--- src/rtl/nor_seq_pkg.sv ---
package nor_seq_pkg;

    typedef enum logic [2:0] {
        OP_PROG   = 3'd0,
        OP_ID     = 3'd1,
        OP_RST    = 3'd2,
        OP_CERASE = 3'd3,
        OP_SERASE = 3'd4
    } op_e;

    typedef enum logic [2:0] {
        K_WR,
        K_RD_MFR,
        K_RD_DEV,
        K_WAIT,
        K_POLL,
        K_END
    } step_kind_e;

    typedef enum logic [2:0] {
        SQ_IDLE,
        SQ_ISSUE,
        SQ_BUS,
        SQ_SETTLE
    } seq_st_e;

    typedef enum logic [1:0] {
        B_IDLE,
        B_SETUP,
        B_PULSE,
        B_HOLD
    } bus_st_e;

    localparam logic [7:0] CMD_UNLK1  = 8'hAA;
    localparam logic [7:0] CMD_UNLK2  = 8'h55;
    localparam logic [7:0] CMD_PROG   = 8'hA0;
    localparam logic [7:0] CMD_ID     = 8'h90;
    localparam logic [7:0] CMD_EXIT   = 8'hF0;
    localparam logic [7:0] CMD_ERASE  = 8'h80;
    localparam logic [7:0] CMD_CHIP   = 8'h10;
    localparam logic [7:0] CMD_SECTOR = 8'h30;

endpackage

--- src/rtl/nor_bus_cycle.sv ---
module nor_bus_cycle
    import nor_seq_pkg::*;
#(
    parameter int AW     = 20,
    parameter int WE_CYC = 2,
    parameter int OE_CYC = 3
) (
    input  logic          clk,
    input  logic          rst_n,
    input  logic          start,
    input  logic          rd,
    input  logic [AW-1:0] addr,
    input  logic [7:0]    wdata,
    output logic          cyc_done,
    output logic [7:0]    rdata,
    output logic [AW-1:0] nor_addr,
    output logic [7:0]    nor_dq_out,
    output logic          nor_dq_oe,
    input  logic [7:0]    nor_dq_in,
    output logic          nor_ce_n,
    output logic          nor_we_n,
    output logic          nor_oe_n
);
    localparam int MAXC = (WE_CYC > OE_CYC) ? WE_CYC : OE_CYC;
    localparam int CW   = $clog2(MAXC + 1);

    typedef struct packed {
        bus_st_e       st;
        logic          rd;
        logic [AW-1:0] a;
        logic [7:0]    dq;
        logic          dq_oe;
        logic          ce_n;
        logic          we_n;
        logic          oe_n;
        logic [CW-1:0] cnt;
        logic [7:0]    rdata;
        logic          done;
    } bus_t;

    bus_t bus_d, bus_q;

    always_comb begin
        bus_d      = bus_q;
        bus_d.done = 1'b0;
        case (bus_q.st)
            B_IDLE: if (start) begin
                bus_d.st    = B_SETUP;
                bus_d.rd    = rd;
                bus_d.a     = addr;
                bus_d.dq    = wdata;
                bus_d.dq_oe = !rd;
                bus_d.ce_n  = 1'b0;
            end
            B_SETUP: begin
                bus_d.st = B_PULSE;
                if (bus_q.rd) begin
                    bus_d.oe_n = 1'b0;
                    bus_d.cnt  = CW'(OE_CYC - 1);
                end else begin
                    bus_d.we_n = 1'b0;
                    bus_d.cnt  = CW'(WE_CYC - 1);
                end
            end
            B_PULSE: begin
                if (bus_q.cnt == '0) begin
                    if (bus_q.rd) bus_d.rdata = nor_dq_in;
                    bus_d.we_n = 1'b1;
                    bus_d.oe_n = 1'b1;
                    bus_d.st   = B_HOLD;
                end else begin
                    bus_d.cnt = bus_q.cnt - 1'b1;
                end
            end
            default: begin
                bus_d.ce_n  = 1'b1;
                bus_d.dq_oe = 1'b0;
                bus_d.done  = 1'b1;
                bus_d.st    = B_IDLE;
            end
        endcase
    end

    always_ff @(posedge clk or negedge rst_n) begin
        if (!rst_n) begin
            bus_q      <= '0;
            bus_q.st   <= B_IDLE;
            bus_q.ce_n <= 1'b1;
            bus_q.we_n <= 1'b1;
            bus_q.oe_n <= 1'b1;
        end else begin
            bus_q <= bus_d;
        end
    end

    assign cyc_done   = bus_q.done;
    assign rdata      = bus_q.rdata;
    assign nor_addr   = bus_q.a;
    assign nor_dq_out = bus_q.dq;
    assign nor_dq_oe  = bus_q.dq_oe;
    assign nor_ce_n   = bus_q.ce_n;
    assign nor_we_n   = bus_q.we_n;
    assign nor_oe_n   = bus_q.oe_n;

    assert_strobe_excl_R10: assert property (@(posedge clk) disable iff (!rst_n)
        !(!nor_we_n && !nor_oe_n));

    assert_wr_stable_R10: assert property (@(posedge clk) disable iff (!rst_n)
        (!nor_we_n && $past(!nor_we_n)) |-> ($stable(nor_addr) && $stable(nor_dq_out)));

    assert_we_needs_ce_R10: assert property (@(posedge clk) disable iff (!rst_n)
        !nor_we_n |-> (!nor_ce_n && nor_dq_oe));

endmodule

--- src/rtl/nor_cmd_seq.sv ---
module nor_cmd_seq
    import nor_seq_pkg::*;
#(
    parameter int AW         = 20,
    parameter int WE_CYC     = 2,
    parameter int OE_CYC     = 3,
    parameter int SETTLE_CYC = 4,
    parameter int POLL_LIMIT = 16
) (
    input  logic          clk,
    input  logic          rst_n,
    input  logic          req_valid,
    output logic          req_ready,
    input  logic [2:0]    req_op,
    input  logic [AW-1:0] req_addr,
    input  logic [AW:0]   req_len,
    input  logic [7:0]    req_data,
    output logic          done,
    output logic          err,
    output logic [7:0]    id_mfr,
    output logic [7:0]    id_dev,
    output logic [AW-1:0] nor_addr,
    output logic [7:0]    nor_dq_out,
    output logic          nor_dq_oe,
    input  logic [7:0]    nor_dq_in,
    output logic          nor_ce_n,
    output logic          nor_we_n,
    output logic          nor_oe_n
);
    localparam int            SCW      = $clog2(SETTLE_CYC + 1);
    localparam int            PCW      = $clog2(POLL_LIMIT + 1);
    localparam logic [AW:0]   FULL_LEN = {1'b1, {AW{1'b0}}};
    localparam logic [AW-1:0] ADR_A    = AW'(12'hAAA);
    localparam logic [AW-1:0] ADR_B    = AW'(12'h555);

    typedef struct packed {
        seq_st_e        st;
        logic [2:0]     op;
        logic [AW-1:0]  tgt;
        logic [7:0]     wd;
        logic [3:0]     idx;
        logic [SCW-1:0] scnt;
        logic [PCW-1:0] pcnt;
        logic           phase;
        logic [7:0]     first;
        logic [7:0]     mfr;
        logic [7:0]     dev;
        logic           done;
        logic           err;
    } seq_t;

    seq_t          seq_d, seq_q;
    step_kind_e    s_kind;
    logic [AW-1:0] s_addr;
    logic [7:0]    s_data;
    logic          bus_start, bus_done;
    logic [7:0]    bus_rdata;
    logic          req_legal;

    // Legality of an incoming request
    always_comb begin
        req_legal = (req_op <= 3'd4);
        if (req_op == OP_CERASE && (req_addr != '0 || req_len != FULL_LEN))
            req_legal = 1'b0;
    end

    // Step table: what the current index means for the latched operation
    always_comb begin
        s_kind = K_END;
        s_addr = ADR_A;
        s_data = CMD_UNLK1;
        if (seq_q.idx == 4'd0) begin
            s_kind = K_WR;
        end else if (seq_q.idx == 4'd1) begin
            s_kind = K_WR; s_addr = ADR_B; s_data = CMD_UNLK2;
        end else begin
            case (seq_q.op)
                OP_PROG: case (seq_q.idx)
                    4'd2:    begin s_kind = K_WR; s_data = CMD_PROG; end
                    4'd3:    begin s_kind = K_WR; s_addr = seq_q.tgt; s_data = seq_q.wd; end
                    4'd4:    begin s_kind = K_POLL; s_addr = seq_q.tgt; end
                    default: s_kind = K_END;
                endcase
                OP_ID: case (seq_q.idx)
                    4'd2:    begin s_kind = K_WR; s_data = CMD_ID; end
                    4'd3:    s_kind = K_WAIT;
                    4'd4:    begin s_kind = K_RD_MFR; s_addr = '0; end
                    4'd5:    begin s_kind = K_RD_DEV; s_addr = AW'(2); end
                    4'd6:    s_kind = K_WR;
                    4'd7:    begin s_kind = K_WR; s_addr = ADR_B; s_data = CMD_UNLK2; end
                    4'd8:    begin s_kind = K_WR; s_data = CMD_EXIT; end
                    4'd9:    s_kind = K_WAIT;
                    default: s_kind = K_END;
                endcase
                OP_RST: case (seq_q.idx)
                    4'd2:    begin s_kind = K_WR; s_data = CMD_EXIT; end
                    4'd3:    s_kind = K_WAIT;
                    default: s_kind = K_END;
                endcase
                default: case (seq_q.idx)
                    4'd2:    begin s_kind = K_WR; s_data = CMD_ERASE; end
                    4'd3:    s_kind = K_WR;
                    4'd4:    begin s_kind = K_WR; s_addr = ADR_B; s_data = CMD_UNLK2; end
                    4'd5: begin
                        s_kind = K_WR;
                        if (seq_q.op == OP_SERASE) begin
                            s_addr = seq_q.tgt; s_data = CMD_SECTOR;
                        end else begin
                            s_data = CMD_CHIP;
                        end
                    end
                    4'd6:    s_kind = K_WAIT;
                    4'd7: begin
                        s_kind = K_POLL;
                        s_addr = (seq_q.op == OP_SERASE) ? seq_q.tgt : '0;
                    end
                    default: s_kind = K_END;
                endcase
            endcase
        end
    end

    always_comb begin
        seq_d      = seq_q;
        seq_d.done = 1'b0;
        bus_start  = 1'b0;
        case (seq_q.st)
            SQ_IDLE: if (req_valid) begin
                seq_d.op    = req_op;
                seq_d.tgt   = req_addr;
                seq_d.wd    = req_data;
                seq_d.idx   = '0;
                seq_d.pcnt  = '0;
                seq_d.phase = 1'b0;
                seq_d.err   = 1'b0;
                if (req_legal) begin
                    seq_d.st = SQ_ISSUE;
                end else begin
                    seq_d.done = 1'b1;
                    seq_d.err  = 1'b1;
                end
            end
            SQ_ISSUE: case (s_kind)
                K_WR, K_RD_MFR, K_RD_DEV, K_POLL: begin
                    bus_start = 1'b1;
                    seq_d.st  = SQ_BUS;
                end
                K_WAIT: begin
                    seq_d.scnt = SCW'(SETTLE_CYC - 1);
                    seq_d.st   = SQ_SETTLE;
                end
                default: begin
                    seq_d.done = 1'b1;
                    seq_d.st   = SQ_IDLE;
                end
            endcase
            SQ_BUS: if (bus_done) begin
                seq_d.st = SQ_ISSUE;
                case (s_kind)
                    K_RD_MFR: begin seq_d.mfr = bus_rdata; seq_d.idx = seq_q.idx + 1'b1; end
                    K_RD_DEV: begin seq_d.dev = bus_rdata; seq_d.idx = seq_q.idx + 1'b1; end
                    K_POLL: begin
                        if (!seq_q.phase) begin
                            seq_d.first = bus_rdata;
                            seq_d.phase = 1'b1;
                        end else begin
                            seq_d.phase = 1'b0;
                            if (seq_q.first[6] == bus_rdata[6]) begin
                                seq_d.idx  = seq_q.idx + 1'b1;
                                seq_d.pcnt = '0;
                            end else if (seq_q.pcnt == PCW'(POLL_LIMIT - 1)) begin
                                seq_d.err  = 1'b1;
                                seq_d.done = 1'b1;
                                seq_d.st   = SQ_IDLE;
                            end else begin
                                seq_d.pcnt = seq_q.pcnt + 1'b1;
                            end
                        end
                    end
                    default: seq_d.idx = seq_q.idx + 1'b1;
                endcase
            end
            default: begin
                if (seq_q.scnt == '0) begin
                    seq_d.idx = seq_q.idx + 1'b1;
                    seq_d.st  = SQ_ISSUE;
                end else begin
                    seq_d.scnt = seq_q.scnt - 1'b1;
                end
            end
        endcase
    end

    always_ff @(posedge clk or negedge rst_n) begin
        if (!rst_n) begin
            seq_q    <= '0;
            seq_q.st <= SQ_IDLE;
        end else begin
            seq_q <= seq_d;
        end
    end

    nor_bus_cycle #(
        .AW     (AW),
        .WE_CYC (WE_CYC),
        .OE_CYC (OE_CYC)
    ) u_bus (
        .clk        (clk),
        .rst_n      (rst_n),
        .start      (bus_start),
        .rd         (s_kind != K_WR),
        .addr       (s_addr),
        .wdata      (s_data),
        .cyc_done   (bus_done),
        .rdata      (bus_rdata),
        .nor_addr   (nor_addr),
        .nor_dq_out (nor_dq_out),
        .nor_dq_oe  (nor_dq_oe),
        .nor_dq_in  (nor_dq_in),
        .nor_ce_n   (nor_ce_n),
        .nor_we_n   (nor_we_n),
        .nor_oe_n   (nor_oe_n)
    );

    assign req_ready = (seq_q.st == SQ_IDLE);
    assign done      = seq_q.done;
    assign err       = seq_q.err;
    assign id_mfr    = seq_q.mfr;
    assign id_dev    = seq_q.dev;

    assert_busy_after_accept_R11: assert property (@(posedge clk) disable iff (!rst_n)
        (req_valid && req_ready && req_legal) |=> !req_ready);

    assert_done_when_idle_R11: assert property (@(posedge clk) disable iff (!rst_n)
        done |-> req_ready);

    assert_idle_bus_quiet_R1: assert property (@(posedge clk) disable iff (!rst_n)
        req_ready |-> (nor_ce_n && nor_we_n && nor_oe_n));

    assert_bad_erase_R8: assert property (@(posedge clk) disable iff (!rst_n)
        (req_valid && req_ready && req_op == OP_CERASE && req_len != FULL_LEN) |=> (done && err));

    assert_bad_op_R12: assert property (@(posedge clk) disable iff (!rst_n)
        (req_valid && req_ready && req_op > 3'd4) |=> (done && err));

    assert_poll_bound_R9: assert property (@(posedge clk) disable iff (!rst_n)
        seq_q.pcnt < PCW'(POLL_LIMIT));

endmodule

--- config.mk ---
export PLATFORM = sky130hd
export DESIGN_NAME = nor_cmd_seq
export DESIGN_NICKNAME = d
export VERILOG_FILES = /design/src/rtl/nor_seq_pkg.sv /design/src/rtl/nor_bus_cycle.sv /design/src/rtl/nor_cmd_seq.sv
export SDC_FILE = /design/constraint.sdc
export NUM_CORES = 1
export LEC_CHECK = 0
export ABC_AREA = 1
export BUFFER_PORTS_ARGS = -buffer_cell sky130_fd_sc_hd__buf_4
export CAP_MARGIN = 20
export CELL_PAD_IN_SITES_DETAIL_PLACEMENT = 1
export CELL_PAD_IN_SITES_GLOBAL_PLACEMENT = 1
export CORE_ASPECT_RATIO = 1.4
export CORE_MARGIN = 2
export CORE_UTILIZATION = 44
export CTS_CLUSTER_DIAMETER = 120
export DETAILED_ROUTE_END_ITERATION = 8
export PLACE_DENSITY = 0.93
export SYNTH_ARGS = -nofsm -noshare
export SYNTH_HDL_FRONTEND = slang
export SYNTH_HIERARCHICAL = 1
export SYNTH_SLANG_ARGS = --single-unit
--- constraint.sdc ---
create_clock -name clk -period 6.4 [get_ports clk]
set_clock_uncertainty 0.15 [all_clocks]
set_input_delay 0.32 -clock clk [delete_from_list [all_inputs] [get_ports clk]]
set_output_delay 0.32 -clock clk [all_outputs]
set_load 0.05 [all_outputs]
# Word-level counts from Yosys, hierarchy flattened
# Cells that the tools add are included.
dict set report op_classes {
  add_sub_neg 4
  n_bitwise 4
  reduce_logical 43
  n_mux 75
  magnitude_cmp 1
  n_eq_ne 41
}
# op count
set op_table {}
lappend op_table {{$pmux 20 s3} 2}
lappend op_table {{$mux 20} 5}
lappend op_table {{$pmux 8 s3} 3}
lappend op_table {{$mux 8} 5}
lappend op_table {{$mux 38} 1}
lappend op_table {{$pmux 12 s3} 1}
lappend op_table {{$mux 33} 1}
lappend op_table {{$mux 32} 1}
lappend op_table {{$mux 3} 10}
lappend op_table {{$pmux 3 s3} 3}
lappend op_table {{$ne 21x21->1 const B} 1}
lappend op_table {{$mux 4} 5}
lappend op_table {{$reduce_bool 20->1} 1}
lappend op_table {{$mux 2} 9}
lappend op_table {{$pmux 3 s2} 3}
lappend op_table {{$reduce_and 3->1} 6}
lappend op_table {{$eq 4x3->1 const B} 4}
lappend op_table {{$pmux 8 s2} 1}
lappend op_table {{$eq 3x2->1 const B} 5}
lappend op_table {{$mux 5} 3}
lappend op_table {{$mux 14} 1}
lappend op_table {{$ne 2x1->1 const B} 7}
lappend op_table {{$ne 2x2->1 const B} 7}
lappend op_table {{$logic_not 3->1} 4}
lappend op_table {{43 further kinds} 79}
dict set report totals {
  inputBits 63
  elab_cells 192
  ff_bits 119
  out_inout_bits 51
}

# Depth between registers and ports, before layout
# Gate-level depths: netlist of run 1.
dict set report depth {
  ltp_word 12
  ltp_mapped 18
  mapped_depth_nobuf 17
}

# Modules after synthesis
# The synthesis of run 1 kept the hierarchy.
# mod area_each_um2 cells_each n_inst seq_area_each_um2
set modules_own_cells {}
lappend modules_own_cells {nor_cmd_seq 4297.9 614 1 1626.6}
lappend modules_own_cells {nor_bus_cycle 2301.0 262 1 1154.9}

# Least setup slack after synthesis of run 1
# Ideal clock, no wire load.
dict set report synth_path {
  path_kind {flip-flop to flip-flop}
  start {register seq_q[35] (netlist bit)}
  end {register u_bus.bus_q (netlist bit u_bus/nor_addr[0])}
  path_stages_with_launch 15
  setup_slack_ns 3.931
  t_required_ns 6.185
  path_buffers 2
  setup_ns 0.065
  t_arrival_ns 2.254
  synth_period_minus_slack_ns 2.469
  cell_sequence {dfrtp_1 > ha_1 > nand2_2 > nand2_1 > o21ai_0 > nand3_2 > nand2_4 > nand2_2 > nand2_1 > nand2_1 > a21oi_1 > buf_4 > buf_2 > nand3_1 > nand2_1}
}
dict set report synth_between {
  elab_chain_cells 11
  word_cells_on_any_way 36
  classes_between {eq/ne: 12; mux: 15; reduce/logical: 9}
}
# item line
set synth_rtl {}
lappend synth_rtl {{from (decl)} nor_cmd_seq.sv:52} ;# seq_t seq_d, seq_q;
lappend synth_rtl {{from (signal assigned)} nor_cmd_seq.sv:199} ;# seq_q <= seq_d;
lappend synth_rtl {{$eq 4x3->1, or another cell as far along} {nor_cmd_seq.sv:84, nor_cmd_seq.sv:100}}
lappend synth_rtl {{$reduce_or 4->1 (no source line) / $reduce_or 2->1 (equally long branches)} -}
lappend synth_rtl {{$pmux 3 s4, or another cell as far along} nor_cmd_seq.sv:84} ;# OP_ID: case (seq_q.idx)
lappend synth_rtl {{$pmux 3 s3} nor_cmd_seq.sv:77} ;# case (seq_q.op)
lappend synth_rtl {{$mux 3} nor_cmd_seq.sv:74} ;# end else if (seq_q.idx == 4'd1) begin
lappend synth_rtl {{$mux 3 (*)} nor_cmd_seq.sv:72} ;# if (seq_q.idx == 4'd0) begin
lappend synth_rtl {{$eq 3x3->1, or another cell as far along} nor_cmd_seq.sv:143} ;# SQ_ISSUE: case (s_kind)
lappend synth_rtl {{$reduce_or 4->1 (*)} nor_cmd_seq.sv:143}
lappend synth_rtl {{$mux 1 (*)} nor_cmd_seq.sv:143}
lappend synth_rtl {{$mux 1 (*)} nor_cmd_seq.sv:127} ;# case (seq_q.st)
lappend synth_rtl {{net bus_start} nor_cmd_seq.sv:56} ;# logic bus_start, bus_done;
lappend synth_rtl {{$reduce_and 2->1 (no source line) (*)} -}
lappend synth_rtl {{to (signal assigned)} nor_bus_cycle.sv:92} ;# bus_q <= bus_d;
lappend synth_rtl {{to (decl)} nor_bus_cycle.sv:41} ;# bus_t bus_d, bus_q;
# The timed path passes the listed nets; every way through them passes the cells marked *.
# A chain may end at the register's enable or synchronous reset.

# Worst setup path after layout of run 1
dict set report layout_path {
  start {register seq_q[35] (netlist bit)}
  end {register u_bus/bus_q[43] (netlist bit)}
}
# Same word-level chain as after synthesis.

==> results, run 1 <==
- The number of buffers on the longest clock path is 2.
- After detailed routing, the average wire length per cell comes to 16.2 um.
- Summing the areas of all compound-gate instances in the mapped netlist gives 11.1% of the synthesized area.
- The starting density of the core is 44.4%.
- The cell count after synthesis is 876.
- In this run the critical register-to-register path is captured at u_bus/bus_q[43]$_DFFE_PN0P_.
- The share of flip-flops with an asynchronous set or reset after synthesis is 100%.
- The number of top-level pins is 114.
- The die outline area is 16,000 um^2.
- The layout net count is 1,010.
- The number of endpoints failing setup at the final stage is 0.
- In the synthesized netlist the dominant register cell turns out to be sky130_fd_sc_hd__dfrtp_1.
- The final hold slack is 0.0110 ns.
- In this run the post-CTS setup repair buffer count came out at 0.
- Data on the critical path arrives at its endpoint at 4.00 ns.
- The count of buffering cells on the critical path with inverters included is 4.
- The placer congestion estimate is 0.910.
- The cell family contributing the most delay on the critical path is simple AND/OR/NAND/NOR gates.
- The capturing element type of the critical path is a flop.
- The HPWL reported at the end of detailed placement is 13,500 um.
- The cell count after placement is 1,107.
- The total routing usage reported by global routing is 23.5%.
- The terminating pin of the worst hold path is seq_q[42]$_DFFE_PN0P_.
- The largest net degree at the start of global routing is 73.
- The synthesized cell area is 6600 um^2.
- Yosys printed 6 warnings.
- The beginning of the worst hold path is req_data[3].
- The flow ran to the end, and the final reports show no timing, DRC or antenna violations.
- The share of synthesized cell area in full adder, half adder and majority cells is 3.79%.
- Along the worst hold path, the cell count comes to 3.
- Combinational logic burns 4.1% of the power.
- The relative area change from synthesis to final layout is 13.6%.
- Detailed routing inserted a total of 5,880 vias.
- The number of design-rule violations left by the first detailed-router iteration is 278.
- The leakage power total is 3.88 nW.
- The final worst-path setup slack is 2.45 ns.
- The number of sinks on the clock net is 111.
- The startpoint type of the worst setup path is a flop.
- The post-cts gate resize count is 0.
- Dividing the detail-routed via count by the number of cells gives 5.23.
- The worst path in the final design needs a cycle of 3.95 ns, including I/O delays and setup.
- For this design the ratio of total power to cell area is 178 nW/um^2.
- For this design the total switching power over the nets is 299 uW.
- The synthesized netlist devotes 0.265% of its cell area to XOR and XNOR gates.
- The fraction of synthesized cell area taken by the top area cell type is 41.0%.
- The sequential-to-total area share from yosys stat is 42.2%.
- In this run the core area contains 53 standard-cell rows.
- The largest total area in the synthesized netlist belongs to sky130_fd_sc_hd__dfrtp_1.
- The via count of the first global-routing pass is 6,217.
- TritonCTS created 9 clock buffers.
- For this block, the routed nets add up to 18,200 um of wire.
- The pre-antenna-repair detailed-routing pass consisted of 5 iterations.
- After clock tree synthesis, the clock-pin slew on the worst setup and hold paths is 0.08 ns.
- The path class of the lowest-slack min-delay path is in2reg.
- The number of hold-repair buffers added at the cts stage is 1.
- The die is 149 um tall.
- The setup slack of the most critical reg-to-reg path is 2.45 ns.
- In the finished design, the share of the clock period the worst path needs comes to 61.8%.
- Yosys attributes the largest share of cell area to sky130_fd_sc_hd__dfrtp_1, sky130_fd_sc_hd__nand2_1, sky130_fd_sc_hd__buf_4.
- The first global-routing pass estimated 30,100 um of wire.
- Global routing finished with a remaining overflow of 0.
- The horizontal die dimension is 108 um.
- At the placement stage, the worst setup path has a slack of 2.49 ns.
- The region available for standard cell placement spans 14,900 um^2.
- Counting instances in the post-synthesis netlist gives the leading cell types as sky130_fd_sc_hd__nand2_1, sky130_fd_sc_hd__dfrtp_1, sky130_fd_sc_hd__inv_1.
- Net switching is 22.4% of the power.
- The cell that appears most often on the critical path is sky130_fd_sc_hd__nand2_1.
- The longest individual stage delay on the worst path is 0.67 ns.
- The required time at the worst-slack endpoint is 6.45 ns.
- The total count of hold-check failures in the final report is 0.
- The number of distinct library cell variants in the gate-level netlist after synthesis is 39.
- The H-tree depth is 3.
- Summed over all failing endpoints, the final setup total negative slack is 0 ns.
- In this run, the clock network consumes 43.5% of the power.
- The worst-case headroom to the max-slew limit is 32.8%.
- The later-pin clock latency in the skew report is 0.36 ns.
- The cell-internal power is 1.04 mW.
- The reg-to-reg critical path startpoint is seq_q[35]$_DFFE_PN0P_.
- By area, the combinational part of the netlist is dominated by simple AND/OR/NAND/NOR gates.
- The peak supply drop is 0.133 mV.
- The number of pins with negative max-slew slack in the final report is 0.
- The critical path goes through inv_1 > ha_1 > inv_1 > nor2_2 > nor2_2 > nand2_1 > a21oi_2 > inv_2 > nand2_2 > nand2_1 > nand2_1 > a21oi_2 > buf_4 > nand2_1 > nand2_1 > o21ai_1.
- The slowest stage of the critical path belongs to the cell sky130_fd_sc_hd__nand2_1.
- TritonCTS built the clock tree.
- The number of antenna violations at the first check in global routing came to 0.
- The root buffer cell is sky130_fd_sc_hd__clkbuf_16.
- In this run, synthesis produced a sequential element count of 111.
- The number of nets in the synthesized netlist is 959.
- The number of enable-type register cells in the synthesized netlist is 0.
- After detailed routing, the number of remaining DRC violations is 0.
- The non-filler instance count after layout is 1,124.
- The post-route antenna net violation count is 0.
- In this run the tool buffered the top-level ports with 113 buffer cells.
- The fraction of layout cells with a size suffix above 1 is 19.3%.
- Setup repair after global routing left no endpoint under its margin.
- Per report_power, the sequential group accounts for 52.4% of the total.
- Along the worst path, the maximum fanout reaches 31.
- In the synthesized netlist, mux cells make up 0% of the area.
- Across the run, the number of max-cap violations was 0.
- The most common cell in the netlist is sky130_fd_sc_hd__nand2_1.
- The antenna diode count is 0.
- Measured in cells, the most critical reg-to-reg path has a length of 16.
- Timing would allow up to 0.253 GHz.
- The post-synthesis area per instance is 7.53 um^2.
- The start-to-end type of the worst setup path is reg2reg.
- Summing the areas of all and, or, nand and nor instances in the mapped netlist gives 29.1% of the synthesized area.
- The actual slew at the worst max-slew pin is 1.00 ns.
==> cell families (layout without fill, tap and decap cells) <==
logic type / count (synthesis) / after routing
AO/OA/AOI/OAI: 134 / 134
flip-flops: 111 / 111
adder cells (fa/ha/maj): 20 / 20
AND/OR/NAND/NOR: 436 / 436
XOR/XNOR: 2 / 2
buffers and inverters: 173 / 229
==> sequential cells by signal, summed over array words and instances (netlist names) <==
name / count
u_bus/cyc_done: 1
id_mfr: 8
u_bus/nor_ce_n: 1
seq_q: 47
u_bus/nor_we_n: 1
done: 1
u_bus/rdata: 8
u_bus/nor_dq_out: 8
u_bus/nor_oe_n: 1
err: 1
id_dev: 8
u_bus/nor_addr: 20
u_bus/bus_q: 5
u_bus/nor_dq_oe: 1
==> placed cells by master (no fill, tap or decap), types with 3 or more instances in the layout <==
| cell type | synthesis | routed |
|---|---|---|
| sky130_fd_sc_hd__nand2_1 | 256 | 256 |
| sky130_fd_sc_hd__o21ai_0 | 62 | 62 |
| sky130_fd_sc_hd__inv_2 | 5 | 5 |
| sky130_fd_sc_hd__a21oi_2 | 4 | 5 |
| sky130_fd_sc_hd__o21ai_1 | 18 | 18 |
| sky130_fd_sc_hd__inv_1 | 89 | 89 |
| sky130_fd_sc_hd__a21oi_1 | 34 | 33 |
| sky130_fd_sc_hd__nand4_1 | 11 | 11 |
| sky130_fd_sc_hd__nor2_1 | 71 | 71 |
| sky130_fd_sc_hd__o21ai_2 | 8 | 8 |
| sky130_fd_sc_hd__dfstp_2 | 3 | 3 |
| sky130_fd_sc_hd__buf_4 | 54 | 117 |
| sky130_fd_sc_hd__nand3_1 | 64 | 64 |
| sky130_fd_sc_hd__nand3_2 | 5 | 5 |
| sky130_fd_sc_hd__nor3_1 | 6 | 6 |
| sky130_fd_sc_hd__dfrtp_1 | 108 | 108 |
| sky130_fd_sc_hd__nand2_2 | 10 | 10 |
| sky130_fd_sc_hd__ha_1 | 20 | 20 |
| sky130_fd_sc_hd__clkbuf_16 | 0 | 9 |
==> final cells by class <==
cell class / count / area [um^2]
fill: 1861 / 7360
multi-input combinational: 592 / 2930
sequential: 111 / 2780
timing repair buffer: 118 / 888
inverter: 95 / 359
tap: 192 / 240
clock buffer: 11 / 233
clock inverter: 5 / 66.3
==> worst reg2reg max path, cell delays in order, from the launching register on <==
cell and delay [ns]:
sky130_fd_sc_hd__dfrtp_1 0.45, sky130_fd_sc_hd__inv_1 0.11, sky130_fd_sc_hd__ha_1 0.23, sky130_fd_sc_hd__inv_1 0.08, sky130_fd_sc_hd__nor2_2 0.42, sky130_fd_sc_hd__nor2_2 0.21
sky130_fd_sc_hd__nand2_1 0.18, sky130_fd_sc_hd__a21oi_2 0.07, sky130_fd_sc_hd__inv_2 0.15, sky130_fd_sc_hd__nand2_2 0.13, sky130_fd_sc_hd__nand2_1 0.08, sky130_fd_sc_hd__nand2_1 0.08
sky130_fd_sc_hd__a21oi_2 0.11, sky130_fd_sc_hd__buf_4 0.31, sky130_fd_sc_hd__nand2_1 0.68, sky130_fd_sc_hd__nand2_1 0.24, sky130_fd_sc_hd__o21ai_1 0.11
==> worst max path at each step <==
stage,start,endpoint,slack (ns),cells past startpoint
floorplan,seq_q[35]$_DFFE_PN0P_,u_bus/nor_addr[0]$_DFFE_PN0P_,3.93,14
global placement,seq_q[35]$_DFFE_PN0P_,u_bus/bus_q[44]$_DFFE_PN0P_,2.71,17
detailed placement,seq_q[35]$_DFFE_PN0P_,u_bus/bus_q[43]$_DFFE_PN0P_,2.49,15
CTS,seq_q[35]$_DFFE_PN0P_,u_bus/bus_q[43]$_DFFE_PN0P_,2.47,16
global route,seq_q[35]$_DFFE_PN0P_,u_bus/bus_q[43]$_DFFE_PN0P_,2.01,16
finish,seq_q[35]$_DFFE_PN0P_,u_bus/bus_q[43]$_DFFE_PN0P_,2.45,16
==> per-layer routing <==
layer	track usage, %	wire length, um
met1	27.2	7290
met2	42.9	9730
met3	3.63	639
met4	9.55	513
met5	0	0
==> power by group through the flow <==
stage,clock network (mW),registers [mW],logic [mW]
2_1_floorplan,0,0.715,0.00801
3_3_place_gp,0,0.715,0.0539
3_5_place_dp,0,0.715,0.0555
4_1_cts,0.594,0.701,0.0561
5_1_grt,0.622,0.701,0.0613
6_report,0.582,0.701,0.0545
==> metrics by stage <==
stage               instance area (um^2)  total power, mW  utilization [%]
CTS                                 7490             1.35             50.5
global placement                    7190            0.769             48.4
finish                              7490             1.34             50.5
global route                        7490             1.38             50.5
floorplan                           6600            0.723                -
detailed placement                  7190            0.770             48.4
(Power assumes the default switching activity.)
==> run 2, diff against run 1 <==
Settings changed: ABC_AREA 1 to 0, PLACE_DENSITY 0.93 to 0.89.
Clock period 6.4 ns to 4.1 ns, I/O delays scaled along.
==> run 2 against run 1 <==
Clock power increased by 61%. Sequential power increased to 2.8 times the previous value. Critical path depth decreased by 5. Critical path type unchanged. Largest power group is now combinational logic.
==> results, run 2 <==
- The routed length per placed instance is 21.4 um (was 16.2 um).
- The number of maximum-capacitance violations is 0 (unchanged).
- The first-pass GRT wire length is 30,500 um (was 30,100 um).
- The die outline area was 15,300 um^2 (was 16,000 um^2).
- The total negative setup slack came to 0 ns (unchanged).
- The number of endpoints failing setup at the final stage is 0 (unchanged).
- The register with the highest flop count is seq_q (unchanged).
- The net count after synthesis was 684 (was 959).
- The cell count after placement is 826 (was 1,107).
- The longest individual stage delay on the worst path is 0.51 ns (was 0.67 ns).
- The register bit count reported by yosys is 111 (unchanged).
- The routed wire length is 18,900 um (was 18,200 um).
- The cell area after layout is 7640 um^2 (was 7490 um^2).
- The setup slack of the most critical reg-to-reg path was 0.59 ns (was 2.45 ns).
- The cell count after synthesis was 601 (was 876).
- The number of pins with negative max-slew slack in the final report is 0 (unchanged).
- The number of distinct library cell variants in the gate-level netlist after synthesis was 65 (was 39).
- Top library cells by usage in the layout, fill and taps aside: sky130_fd_sc_hd__buf_4, sky130_fd_sc_hd__dfrtp_1, sky130_fd_sc_hd__mux2_2, sky130_fd_sc_hd__nand2_1, sky130_fd_sc_hd__dlygate4sd3_1 (was sky130_fd_sc_hd__nand2_1, sky130_fd_sc_hd__buf_4, sky130_fd_sc_hd__dfrtp_1, sky130_fd_sc_hd__inv_1, sky130_fd_sc_hd__nor2_1).
- The final hold slack is 0.156 ns (was 0.0110 ns).
- List of most frequent post-synthesis cells: sky130_fd_sc_hd__dfrtp_1, sky130_fd_sc_hd__mux2_2, sky130_fd_sc_hd__buf_4 (was sky130_fd_sc_hd__nand2_1, sky130_fd_sc_hd__dfrtp_1, sky130_fd_sc_hd__inv_1).
- The root buffer cell was sky130_fd_sc_hd__clkbuf_16 (unchanged).
- The count of buffering cells on the critical path with inverters included is 1 (was 4).
- The share of flip-flops with an asynchronous set or reset after synthesis is 100% (unchanged).
- The non-filler instance count after layout is 884 (was 1,124).
- The core box area is 14,000 um^2 (was 14,900 um^2).
- The fraction of synthesized cell area taken by the top area cell type is 42.9% (was 41.0%).
- The worst-case headroom to the max-slew limit is 31.3% (was 32.8%).
- The maximum clock frequency is 0.285 GHz (was 0.253 GHz).
- The number of cell instances on the worst register-to-register path is 11 (was 16).
- The layout net count came to 776 (was 1,010).
- The total count of hold-check failures in the final report is 0 (unchanged).
- The placer congestion estimate is 0.912 (was 0.910).
- The H-tree depth is 3 (unchanged).
- The capturing element type of the critical path was a flop (unchanged).
- The top flip-flop cell by instance count after synthesis is sky130_fd_sc_hd__dfrtp_1 (unchanged).
- The via count of the first global-routing pass is 5,582 (was 6,217).
- The peak supply drop is 0.418 mV (was 0.133 mV).
- The number of placement rows was 51 (was 53).
- The most common cell type on the critical path is sky130_fd_sc_hd__nor2_1 (was sky130_fd_sc_hd__nand2_1).
- The Yosys warning count is 6 (unchanged).
- The capture point of the worst path is u_bus/bus_q[45]$_DFFE_PN0P_ (was u_bus/bus_q[43]$_DFFE_PN0P_).
- The number of antenna violations at the first check in global routing is 1 (was 0).
- The total cell area at the placement stage is 6900 um^2 (was 7190 um^2).
- The number of buffers on the longest clock path is 2 (unchanged).
- The sequential-to-total area share from yosys stat came to 44.2% (was 42.2%).
- The HPWL reported at the end of detailed placement is 12,400 um (was 13,500 um).
- The number of enable-type register cells in the synthesized netlist is 0 (unchanged).
- The post-detailed-route DRC marker count was 0 (unchanged).
- The number of top-level pins is 114 (unchanged).
- Outcome: completed (unchanged).
- The data arrival time of the critical path is 3.62 ns (was 4.00 ns).
- The later-pin clock latency in the skew report came to 0.38 ns (was 0.36 ns).
- The post-route antenna net violation count is 0 (unchanged).
- The path class of the lowest-slack min-delay path was in2reg (unchanged).
- The buffer count from post-CTS setup fixing is 0 (unchanged).
- The most common library cell in the layout ignoring fill and taps is sky130_fd_sc_hd__buf_4 (was sky130_fd_sc_hd__nand2_1).
- The utilization after layout is 54.7% (was 50.5%).
- The post-cts gate resize count came to 0 (unchanged).
- The number of design-rule violations left by the first detailed-router iteration is 203 (was 278).
- The relative area change from synthesis to final layout was 21.4% (was 13.6%).
- The synthesized cell area is 6290 um^2 (was 6600 um^2).
- The floorplan die height was 146 um (was 149 um).
- The post-route clock period utilization is 85.7% (was 61.8%).
- The starting density of the core came to 45.0% (was 44.4%).
- The most common cell in the netlist is sky130_fd_sc_hd__dfrtp_1 (was sky130_fd_sc_hd__nand2_1).
- The total routing usage reported by global routing is 25.5% (was 23.5%).
- The largest area contributor in the synthesized netlist is sky130_fd_sc_hd__dfrtp_1 (unchanged).
- The clock edge transition at the registers on the reported setup and hold paths is 0.08 ns (about the same).
- The TritonCTS buffer count was 9 (unchanged).
- The remaining global-route overflow is 0 (unchanged).
- The layout filler cell count is 1,529 (was 1,861).
- The count of TritonRoute iterations in the first routing pass was 4 (was 5).
- The horizontal die dimension came to 105 um (was 108 um).
- The launching instance or port of the critical path was seq_q[35]$_DFFE_PN0P_ (unchanged).
- The top fanout value on the critical path was 10 (was 31).
- The total vias in the final route is 5,019 (was 5,880).
- The flip-flop count of the largest register, all copies and words added is 47 (unchanged).
- The post-synthesis area per instance is 10.5 um^2 (was 7.53 um^2).
- The largest net degree at the start of global routing is 88 (was 73).
- The actual slew at the worst max-slew pin is 1.03 ns (was 1.00 ns).
- The cell family contributing the most delay on the critical path is simple AND/OR/NAND/NOR gates (unchanged).
- The fraction of layout cells with a size suffix above 1 came to 34.5% (was 19.3%).
- Largest cells by area after synthesis: sky130_fd_sc_hd__dfrtp_1, sky130_fd_sc_hd__mux2_2, sky130_fd_sc_hd__buf_4 (was sky130_fd_sc_hd__dfrtp_1, sky130_fd_sc_hd__nand2_1, sky130_fd_sc_hd__buf_4).
- The minimum clock period was 3.51 ns (was 3.95 ns).
- The setup slack at placement is 0.678 ns (was 2.49 ns).
- The slowest cell on the critical path is sky130_fd_sc_hd__or3b_1 (was sky130_fd_sc_hd__nand2_1).
- The number of buffers inserted by port buffering came to 113 (unchanged).
- Setup repair after global routing missed its margin: no (unchanged).
- The number of sinks on the clock net is 111 (unchanged).
- The startpoint type of the worst setup path is a flop (unchanged).
- The reg-to-reg critical path startpoint is seq_q[35]$_DFFE_PN0P_ (unchanged).
- The number of cells on the critical path came to 11 (was 16).
- The start-to-end type of the worst setup path is reg2reg (unchanged).
- The final worst-path setup slack came to 0.587 ns (was 2.45 ns).
- The leakage power total is 3.47 nW (was 3.88 nW).
- The required time at the worst-slack endpoint is 4.21 ns (was 6.45 ns).
- Ordered cell list for the critical path: inv_1 > ha_1 > or3b_1 > a31oi_1 > a32oi_4 > nor2b_2 > nor2_1 > nor2_1 > and2b_2 > a21oi_1 > mux2_2 (was inv_1 > ha_1 > inv_1 > nor2_2 > nor2_2 > nand2_1 > a21oi_2 > inv_2 > nand2_2 > nand2_1 > nand2_1 > a21oi_2 > buf_4 > nand2_1 > nand2_1 > o21ai_1).
- The endpoint of the lowest-slack register-to-register path is u_bus/bus_q[45]$_DFFE_PN0P_ (was u_bus/bus_q[43]$_DFFE_PN0P_).
- The power density over cell area was 802 nW/um^2 (was 178 nW/um^2).
- The post-detailed-route via-to-cell ratio is 5.68 (was 5.23).
- The total power is 6.12 mW (was 1.34 mW).
- The TritonCTS clock tree is done (unchanged).
## run 2: worst reg2reg max path, cell delays in order (launching register included)
cell and delay [ns]:
sky130_fd_sc_hd__dfrtp_1 0.46, sky130_fd_sc_hd__inv_1 0.12, sky130_fd_sc_hd__ha_1 0.30, sky130_fd_sc_hd__or3b_1 0.51, sky130_fd_sc_hd__a31oi_1 0.33, sky130_fd_sc_hd__a32oi_4 0.16, sky130_fd_sc_hd__nor2b_2 0.22, sky130_fd_sc_hd__nor2_1 0.06
sky130_fd_sc_hd__nor2_1 0.20, sky130_fd_sc_hd__and2b_2 0.27, sky130_fd_sc_hd__a21oi_1 0.24, sky130_fd_sc_hd__mux2_2 0.37
## run 2: timing repair
action                                  CTS  global route
hold endpoints to repair                122             0
endpoints found under the setup margin    0             0
hold buffers                             40             0
## run 2: layout make-up
cell class	instances	area [um^2]	area share (%)
antenna	1	2.50	0.0328
clock buffer	11	243	3.18
clock inverter	5	63.8	0.836
inverter	23	86.3	1.13
multi-input combinational	390	2920	38.3
sequential	111	2780	36.4
tap	185	231	3.03
timing repair buffer	158	1310	17.1
## run 2: worst min path at each step
stage	start	to	cells after the start
after floorplan	rst_n	done$_DFF_PN0_	0
after global placement	req_op[0]	seq_q[67]$_DFFE_PN0P_	3
after detailed placement	req_op[1]	seq_q[68]$_DFFE_PN0P_	3
after CTS	req_valid	seq_q[26]$_DFFE_PN0P_	4
after global routing	rst_n	seq_q[55]$_DFFE_PN0P_	2
final	req_valid	seq_q[26]$_DFFE_PN0P_	4
## run 2: cells by family (layout without fill, tap and decap cells)
family	Yosys count	count (layout)	share of synthesized area (%)
xor+xnor	2	2	0.278
other cells	0	1	0
flops	111	111	44.2
compound gates	124	124	13.0
fa+ha+maj	20	20	3.98
buf+inv	100	197	9.36
simple gates	153	153	12.9
mux	91	91	16.2
## run 2: report_power, final
group	internal [mW]	total, mW	switching (mW)
registers	1.55	1.99	0.438
clock network	0.498	0.939	0.440
logic	1.20	3.19	1.99
## run 2: layer usage
metal / GRT usage, % / vias to the layer above / routed length, um
met5: 0 / - / 0
met1: 27.9 / 2564 / 6970
li1: - / 2262 / -
met4: 11.1 / 0 / 741
met3: 4.88 / 43 / 796
met2: 47.4 / 150 / 10400
==> run 3, diff against run 2 <==
Settings changed: ABC_AREA 0 to 1, CORE_UTILIZATION 44 to 41, CTS_CLUSTER_SIZE set to 25, HOLD_SLACK_MARGIN set to 0.02, PLACE_DENSITY 0.89 to 0.88.
==> run 3 against run 2 <==
Die area up 12%. Sequential share of layout area down 1.3 points. Global-route usage is 4.1 points lower. Worst setup slack improved by 0.20 ns. Critical endpoint is now id_dev[4]$_DFFE_PN0P_. First-iteration DRC count grew 56%. Critical path depth up 1. Register-to-register slack better by 0.20 ns. Power shrank 65%. Combinational power fell by 96%. Largest power group is now registers. Final cell count up 32%. Routed wire length is 3.1% lower.
==> results, run 3 (synthesis results as in run 1) <==
- The clock edge transition at the registers on the reported setup and hold paths is 0.07 ns (was 0.08 ns).
- The number of placement rows is 54 (was 51).
- The cell count after placement came to 1,115 (was 826).
- The number of antenna violations at the first check in global routing is 0 (was 1).
- The non-filler instance count after layout is 1,169 (was 884).
- The path class of the lowest-slack min-delay path is in2reg (unchanged).
- The antenna diode count is 0 (was 1).
- The count of TritonRoute iterations in the first routing pass is 5 (was 4).
- The root buffer cell is sky130_fd_sc_hd__clkbuf_16 (unchanged).
- The final hold slack is 0.0209 ns (was 0.156 ns).
- The horizontal die dimension was 111 um (was 105 um).
- The actual slew at the worst max-slew pin came to 0.702 ns (was 1.03 ns).
- The number of endpoints failing setup at the final stage came to 0 (unchanged).
- The floorplan die height is 154 um (was 146 um).
- The worst-case headroom to the max-slew limit is 53.0% (was 31.3%).
- The total routing usage reported by global routing is 21.4% (was 25.5%).
- The post-cts gate resize count came to 0 (unchanged).
- The total negative setup slack is 0 ns (unchanged).
- The starting density of the core is 42.1% (was 45.0%).
- The minimum clock period came to 3.32 ns (was 3.51 ns).
- The relative area change from synthesis to final layout came to 20.0% (was 21.4%).
- The via count of the first global-routing pass was 6,250 (was 5,582).
- The number of cell instances on the worst register-to-register path is 12 (was 11).
- The H-tree depth is 3 (unchanged).
- The layout net count is 1,051 (was 776).
- The most common library cell in the layout ignoring fill and taps is sky130_fd_sc_hd__nand2_1 (was sky130_fd_sc_hd__buf_4).
- The maximum clock frequency is 0.302 GHz (was 0.285 GHz).
- The remaining global-route overflow is 0 (unchanged).
- The number of pins with negative max-slew slack in the final report is 0 (unchanged).
- The number of top-level pins came to 114 (unchanged).
- The capturing element type of the critical path is a flop (unchanged).
- The number of design-rule violations left by the first detailed-router iteration is 316 (was 203).
- The startpoint type of the worst setup path is a flop (unchanged).
- The layout filler cell count is 1,951 (was 1,529).
- The setup slack of the most critical reg-to-reg path is 0.78 ns (was 0.59 ns).
- The post-detailed-route via-to-cell ratio is 5.07 (was 5.68).
- The later-pin clock latency in the skew report is 0.35 ns (was 0.38 ns).
- The fraction of layout cells with a size suffix above 1 was 19.1% (was 34.5%).
- The capture point of the worst path is id_dev[4]$_DFFE_PN0P_ (was u_bus/bus_q[45]$_DFFE_PN0P_).
- The number of buffers on the longest clock path was 2 (unchanged).
- The final worst-path setup slack is 0.784 ns (was 0.587 ns).
- The die outline area was 17,100 um^2 (was 15,300 um^2).
- The register with the highest flop count is seq_q (unchanged).
- The post-route antenna net violation count came to 0 (unchanged).
- The reg-to-reg critical path startpoint is seq_q[35]$_DFFE_PN0P_ (unchanged).
- The flip-flop count of the largest register, all copies and words added is 47 (unchanged).
- The routed wire length is 18,300 um (was 18,900 um).
- The peak supply drop is 0.219 mV (was 0.418 mV).
- The post-detailed-route DRC marker count is 0 (unchanged).
- The start-to-end type of the worst setup path is reg2reg (unchanged).
- The core box area was 15,700 um^2 (was 14,000 um^2).
- The total power is 2.13 mW (was 6.12 mW).
- The post-route clock period utilization is 80.9% (was 85.7%).
- The HPWL reported at the end of detailed placement came to 13,600 um (was 12,400 um).
- Setup repair after global routing missed its margin: no (unchanged).
- The number of sinks on the clock net is 111 (unchanged).
- The power density over cell area is 269 nW/um^2 (was 802 nW/um^2).
- The TritonCTS buffer count is 9 (unchanged).
- The leakage power total is 4.07 nW (was 3.47 nW).
- The first-pass GRT wire length is 30,100 um (was 30,500 um).
- The endpoint of the lowest-slack register-to-register path is id_dev[4]$_DFFE_PN0P_ (was u_bus/bus_q[45]$_DFFE_PN0P_).
- The required time at the worst-slack endpoint is 4.19 ns (was 4.21 ns).
- The placer congestion estimate is 0.914 (was 0.912).
- Outcome: completed (unchanged).
- Top library cells by usage in the layout, fill and taps aside: sky130_fd_sc_hd__nand2_1, sky130_fd_sc_hd__buf_4, sky130_fd_sc_hd__dfrtp_1, sky130_fd_sc_hd__inv_1, sky130_fd_sc_hd__nor2_1 (was sky130_fd_sc_hd__buf_4, sky130_fd_sc_hd__dfrtp_1, sky130_fd_sc_hd__mux2_2, sky130_fd_sc_hd__nand2_1, sky130_fd_sc_hd__dlygate4sd3_1).
- The total count of hold-check failures in the final report is 0 (unchanged).
- The number of buffers inserted by port buffering came to 113 (unchanged).
- The total vias in the final route came to 5,921 (was 5,019).
- The largest net degree at the start of global routing was 48 (was 88).
- The setup slack at placement is 0.818 ns (was 0.678 ns).
- The launching instance or port of the critical path is seq_q[35]$_DFFE_PN0P_ (unchanged).
- The data arrival time of the critical path is 3.41 ns (was 3.62 ns).
- The number of maximum-capacitance violations is 0 (unchanged).
- The top fanout value on the critical path is 16 (was 10).
- The routed length per placed instance is 15.7 um (was 21.4 um).
- The TritonCTS clock tree is done (unchanged).
-- run 3: worst max-delay path, stage by stage (launching register included) --
cell	delay, ns
sky130_fd_sc_hd__dfrtp_1	0.44
sky130_fd_sc_hd__inv_1	0.10
sky130_fd_sc_hd__ha_1	0.26
sky130_fd_sc_hd__inv_1	0.10
sky130_fd_sc_hd__nor2_2	0.05
sky130_fd_sc_hd__buf_4	0.17
sky130_fd_sc_hd__nor2_2	0.40
sky130_fd_sc_hd__nand2_1	0.18
sky130_fd_sc_hd__a21oi_2	0.22
sky130_fd_sc_hd__inv_2	0.13
sky130_fd_sc_hd__nor3_4	0.63
sky130_fd_sc_hd__nor2_1	0.13
sky130_fd_sc_hd__a21oi_1	0.27
-- run 3: area by class of cell --
type                    instances  area, um^2  area share, %
multi-input cells             592        2930           37.0
clock buffers                  11         253           3.19
well taps                     196         245           3.10
clock inverters                 5        63.8          0.806
inverters                      95         359           4.54
repair buffers                159        1290           16.3
flip-flops and latches        111        2780           35.1
-- run 3: how the worst min path moves through the flow --
stage	cells after the start	to	from
after detailed placement	1	seq_q[66]$_DFFE_PN0P_	rst_n
after global routing	3	u_bus/rdata[6]$_DFFE_PN0P_	nor_dq_in[6]
after global placement	1	seq_q[66]$_DFFE_PN0P_	rst_n
final	3	u_bus/rdata[6]$_DFFE_PN0P_	nor_dq_in[6]
after floorplan	0	done$_DFF_PN0_	rst_n
after CTS	3	seq_q[64]$_DFFE_PN0P_	req_addr[17]
-- run 3: stage by stage --
| stage | area [um^2] | util (%) |
|---|---|---|
| final | 7920 | 50.5 |
| after global routing | 7920 | 50.5 |
| after CTS | 7920 | 50.5 |
| after detailed placement | 7220 | 46.1 |
| after global placement | 7220 | 46.1 |
| after floorplan | 6600 | - |
-- run 3: where the power goes --
part           switching [mW]  total, mW  internal (mW)
logic                  0.0506      0.117         0.0664
clock network           0.408      0.921          0.513
registers                   0       1.09           1.09
total                   0.459       2.13           1.67
-- run 3: what timing repair did --
| action | in CTS | in global routing |
|---|---|---|
| endpoints found under the hold margin | 68 | 0 |
| hold buffers | 38 | 0 |
| buffers inserted | 0 | 0 |
-- run 3: layer usage --
layer  vias to the layer above  GRT usage, %  wire length [um]
met5                         -             0                 0
met4                         0          5.47               304
met3                        23          2.92               613
met2                       126          40.6              9860
met1                      2856          25.3              7540
li1                       2916             -                 -
